### config.mk
export PLATFORM = sky130hd
export DESIGN_NAME = pbStepper
export DESIGN_NICKNAME = d
export VERILOG_FILES = /design/src/rtl/pbStepPkg.sv /design/src/rtl/pbStepCtrl.sv /design/src/rtl/pbStepDatapath.sv /design/src/rtl/pbStepper.sv
export SDC_FILE = /design/constraint.sdc
export NUM_CORES = 1
export LEC_CHECK = 0
export BUFFER_PORTS_ARGS = -buffer_cell sky130_fd_sc_hd__buf_2
export CAP_MARGIN = 25
export CORE_ASPECT_RATIO = 0.9
export CORE_MARGIN = 8
export CORE_UTILIZATION = 45
export DETAILED_ROUTE_END_ITERATION = 10
export PLACE_DENSITY = 0.7
export SYNTH_ARGS = -nofsm -noshare
export SYNTH_HDL_FRONTEND = slang
export SYNTH_SLANG_ARGS = --single-unit
### constraint.sdc
create_clock -name clk -period 1.8 [get_ports clk]
set_input_delay 0.45 -clock clk [delete_from_list [all_inputs] [get_ports clk]]
set_output_delay 0.45 -clock clk [all_outputs]
set_load 0.03 [all_outputs]
### src/rtl/pbStepPkg.sv
package pbStepPkg;
  typedef enum logic [1:0] {
    PB_WAIT = 2'd0,
    PB_STEP = 2'd1,
    PB_DONE = 2'd2
  } pbState_e;

  typedef struct packed {
    logic holdOff;
    logic passThru;
  } pbStrobe_t;
endpackage

### src/rtl/pbStepCtrl.sv
module pbStepCtrl
  import pbStepPkg::*;
#(
  parameter int STEPS = 8,
  parameter int PULSES_PER_STEP = 16,
  localparam int STEP_W = $clog2(STEPS + 1),
  localparam int PC_W = $clog2(PULSES_PER_STEP + 1)
) (
  input  logic              clk,
  input  logic              rstN,
  input  logic              startEn,
  input  logic              periodStart,
  input  logic              hsReq,
  output pbStrobe_t         strobe,
  output logic [STEP_W-1:0] stepIdx,
  output logic              pbDone
);
  localparam logic [PC_W-1:0] LAST_PULSE = PC_W'(PULSES_PER_STEP - 1);
  localparam logic [STEP_W-1:0] LAST_STEP = STEP_W'(STEPS);

  pbState_e state;
  logic [STEP_W-1:0] step;
  logic [PC_W-1:0] pulseCnt;

  always_ff @(posedge clk) begin
    if (!rstN || !startEn) begin
      state    <= PB_WAIT;
      step     <= '0;
      pulseCnt <= '0;
    end else begin
      case (state)
        PB_WAIT: begin
          if (hsReq) begin
            state    <= PB_STEP;
            step     <= STEP_W'(1);
            pulseCnt <= '0;
          end
        end
        PB_STEP: begin
          if (periodStart) begin
            if (pulseCnt == LAST_PULSE) begin
              pulseCnt <= '0;
              if (step == LAST_STEP) state <= PB_DONE;
              else                   step  <= step + STEP_W'(1);
            end else begin
              pulseCnt <= pulseCnt + PC_W'(1);
            end
          end
        end
        default: state <= PB_DONE;
      endcase
    end
  end

  always_comb begin
    strobe.holdOff  = !startEn || (state == PB_WAIT);
    strobe.passThru = startEn && (state == PB_DONE);
  end

  assign stepIdx = step;
  assign pbDone  = (state == PB_DONE);
endmodule

### src/rtl/pbStepDatapath.sv
module pbStepDatapath
  import pbStepPkg::*;
#(
  parameter int PERIOD_CYCLES = 64,
  parameter int STEPS = 8,
  localparam int STEP_W = $clog2(STEPS + 1),
  localparam int CNT_W = $clog2(PERIOD_CYCLES + 1),
  localparam int WIN_W = STEP_W + CNT_W,
  localparam int SLICE = PERIOD_CYCLES / STEPS
) (
  input  logic              clk,
  input  logic              rstN,
  input  pbStrobe_t         strobe,
  input  logic [STEP_W-1:0] stepIdx,
  input  logic              lsReq,
  output logic              lsDrive
);
  localparam logic [CNT_W-1:0] CNT_MAX = CNT_W'(PERIOD_CYCLES);

  logic [CNT_W-1:0] onCnt;
  logic [WIN_W-1:0] winLen;
  logic inWindow;

  always_ff @(posedge clk) begin
    if (!rstN || !lsReq)       onCnt <= '0;
    else if (onCnt != CNT_MAX) onCnt <= onCnt + CNT_W'(1);
  end

  always_comb begin
    winLen   = WIN_W'(stepIdx) * WIN_W'(SLICE);
    inWindow = WIN_W'(onCnt) < winLen;
    lsDrive  = lsReq && !strobe.holdOff && (strobe.passThru || inWindow);
  end
endmodule

### src/rtl/pbStepper.sv
module pbStepper
  import pbStepPkg::*;
#(
  parameter int PERIOD_CYCLES = 64,
  parameter int STEPS = 8,
  parameter int PULSES_PER_STEP = 16,
  localparam int STEP_W = $clog2(STEPS + 1)
) (
  input  logic              clk,
  input  logic              rstN,
  input  logic              startEn,
  input  logic              periodStart,
  input  logic              hsReq,
  input  logic              lsReq,
  output logic              lsDrive,
  output logic [STEP_W-1:0] stepIdx,
  output logic              pbDone
);
  pbStrobe_t strobe;

  pbStepCtrl #(.STEPS(STEPS), .PULSES_PER_STEP(PULSES_PER_STEP)) ctrl (
    .clk(clk), .rstN(rstN), .startEn(startEn), .periodStart(periodStart),
    .hsReq(hsReq), .strobe(strobe), .stepIdx(stepIdx), .pbDone(pbDone)
  );

  pbStepDatapath #(.PERIOD_CYCLES(PERIOD_CYCLES), .STEPS(STEPS)) dpath (
    .clk(clk), .rstN(rstN), .strobe(strobe), .stepIdx(stepIdx),
    .lsReq(lsReq), .lsDrive(lsDrive)
  );
endmodule

==> impl_results.md <==
* Outcome: finished, violations left
* Failing checks: negative setup slack
* Switching share of power at 0.249
* IO buf count at 11
* FP Rows at 16
* Gr usage total at 0.106
* Worst path required time at 1.35 ns
* Logic gate share of total power at 0.120
* Pre-CTS setup slack at 0.0134 ns
* PnR worst setup slack at -0.151 ns
* Ports at 12
* Skew-Pair Late Insertion Delay at 0.29 ns
* Power per standard cell area at 612 mW/mm2
* Initial DRT Pass Iterations at 4
* Final critical-path share of the clock period at 1.08
* Final Setup Violations at 1
* Avg Inst Size Synth at 9.21 um2
* Starting Density at 0.469
* Area Growth Syn to Fin at 21.7%
* RSZ-0062 raised after global routing: true
* Fin. max-slew vios at 0
* CP peak stage delay at 0.37 ns
* Synth unique cells at 36
* Vias per cell at 5.32
* Critical path type: reg -> out
* Crit path arrival time at 1.50 ns
* Core area at 0.00216 mm2
* Top cell by count, worst path: a21o_1
* Nets at 146
* Post-detailed-route wirelength per cell at 12.8 um
* Die W at 66.0 um
* Worst hold path type: in -> reg
* Clock skew at 0.00213 ns
* Sequential share of power at 0.542
* Relative slew slack at 0.712
* Mapped Area at 0.00101 mm2
* Final HPWL DP at 1540 um
* Layout cells sized above 1 at 0.267
* Placed Area at 0.00115 mm2
* Number of global-route vias before repair at 762
* Sequential share of the synthesized area at 0.356
* Yosys top cell by area: dfxtp_1
* Startpoint types: register
* Leakage at 0.517 nW
* Die area at 0.00403 mm2
* Critical Path, Cell by Cell: inv_4 > ha_4 > a21o_1 > a21o_1 > a21oi_4 > buf_6
* Clock slew at reported path FFs at 0.11 ns
* Max-cap check violation count at 0
* FMAX at 0.512 GHz
* NetSw at 0.188 mW
* Setup total negative slack at -0.151 ns
* Largest net degree at the start of global routing at 11
* Clock sink total at 18
* Most common cell after layout, fill and taps aside: dfxtp_1
* Placer Congestion at 0.740
* Syn nets at 124
* Int Pwr at 0.567 mW
* Antenna fix cells at 0
* Final hold violation count at 0
* Remaining DRCs at 0
* Clock Power Share at 0.337
* CTS Root Cell: clkbuf_4
* Synth area leaders: dfxtp_1 36%, ha_1 9.9%, xnor2_1 6.0%, nand3_1 4.4%, nor2_1 4.4%
* Gr ovfl total at 0
* Peak fanout along the critical path at 2
* Flops & latches, synth at 18
* Initial DRC Count at 48
* Finished Cell Area at 0.00123 mm2
* Synthesized instance count at 110
* Htree depth at 1
* Vias at 840
* Initial antenna violation count at 0
* Ys Warns at 0
* Slowest-stage cell, CP: dfxtp_4
* Die Height at 61.0 um
* Max IR drop VDD at 402 uV
* Hold WS at 0.416 ns
* CTS tree: yes
* CTS buffer count at 3
* Worst Max-Slew Pin Slew at 0.432 ns
* Most frequent cells in the layout: 15 x dfxtp_1, 12 x nor2_1, 10 x buf_2
* First-pass GRT wire length at 3330 um
* CP Capture Type: primary output
* Clock Path Buffers at 2
* Crit path time final at 1.95 ns
* DRT Wirelength at 2020 um
* Synth top area share at 0.356
* Final ANT Viol Nets at 0
==> layout make-up <==
type	instances	area, um2
Sequential cell	18	367
Timing Repair Buffer	19	121
Clock buffer	4	36.3
Multi-Input combinational cell	83	647
Fill cell	205	928
Inverter	7	28.8
Tap cell	27	33.8
==> per-stage QoR <==
step	cells	utilization	total power, mW
floorplan	110	-	0.478
global placement	153	0.534	0.502
detailed placement	153	0.534	0.504
CTS	158	0.565	0.760
global route	158	0.571	0.792
finish	158	0.571	0.755
==> routing by layer <==
layer  part of all wire  wire [um]  GRT usage
met5                  0          0          0
met4             0.0064         13     0.0274
met3              0.059        119     0.0418
met2               0.43        865      0.164
met1               0.51       1030      0.135
==> power groups by stage <==
stage | Sequential, mW | Combinational, mW | Clock, mW
CTS | 0.410 | 0.0859 | 0.264
global route | 0.411 | 0.0990 | 0.282
floorplan | 0.423 | 0.0552 | 0
global placement | 0.419 | 0.0834 | 0
finish | 0.409 | 0.0909 | 0.255
detailed placement | 0.419 | 0.0851 | 0
==> final timing paths <==
path | startpoint | endpoint | slack, ns | depth (start not counted)
setup reg to reg | ctrl.pulseCnt[0] | ctrl.stepIdx[0] | 0.08 | 5
hold / removal | startEn | ctrl.pulseCnt[4] | 0.42 | 3
hold reg to reg | ctrl.pulseCnt[4] | ctrl.pulseCnt[4] | 0.45 | 2
setup / recovery | ctrl.stepIdx[1] | lsDrive | -0.15 | 6
==> registers in the layout, indices dropped and copies added (netlist names) <==
| signal | cells |
|---|---|
| dpath.onCnt | 7 |
| ctrl.pulseCnt | 5 |
| ctrl.stepIdx | 4 |
| ctrl.state | 2 |
==> synth_stat cells <==
| cell | instances |
|---|---|
| a21oi_1 | 4 |
| nand2_1 | 6 |
| xor2_1 | 2 |
| inv_1 | 7 |
| nor4_1 | 1 |
| mux2i_4 | 1 |
| o21ai_0 | 3 |
| buf_6 | 1 |
| a211oi_1 | 1 |
| a2bb2oi_1 | 1 |
| or2_1 | 1 |
| a31oi_1 | 2 |
| nand3_1 | 9 |
| nand2b_1 | 1 |
| a2111oi_4 | 1 |
| o211ai_1 | 1 |
| a211oi_2 | 1 |
| dfxtp_1 | 18 |
| nor3b_1 | 1 |
| xnor2_1 | 7 |
| nor2_1 | 12 |
| o31ai_1 | 1 |
| and2b_1 | 1 |
| nor4b_1 | 1 |
| nor3_1 | 2 |
| mux2i_1 | 1 |
| and3_1 | 2 |
| nand4b_4 | 1 |
| buf_2 | 1 |
| o21ai_1 | 1 |
| nor2b_1 | 5 |
| a21o_1 | 2 |
| and4b_4 | 1 |
| ha_1 | 8 |
| o21a_1 | 1 |
| nand4_1 | 1 |
==> critical path: cells and delay by family, from the launching register on <==
family | cells | cell delay (ns)
adder cells (fa/ha/maj) | 1 | 0.19
flip-flops | 1 | 0.37
buffers and inverters | 2 | 0.18
AO/OA/AOI/OAI | 3 | 0.46
==> kinds of logic after synthesis <==
| family | Yosys count | synth area share |
|---|---|---|
| mux | 2 | 0.0321 |
| xor+xnor | 9 | 0.0778 |
| buf+inv | 9 | 0.0420 |
| compound gates | 19 | 0.144 |
| simple gates | 45 | 0.249 |
| fa+ha+maj | 8 | 0.0988 |
| flops | 18 | 0.356 |
==> timing repair <==
item                       CTS  global route
buffers inserted             1             1
setup endpoints to repair    1             2
pin swaps                    5             3
resized for setup            6             2
cloned                       0             0
hold buffers                 0             0
hold endpoints to repair     0             0
Power figures use the tool's default switching activity.
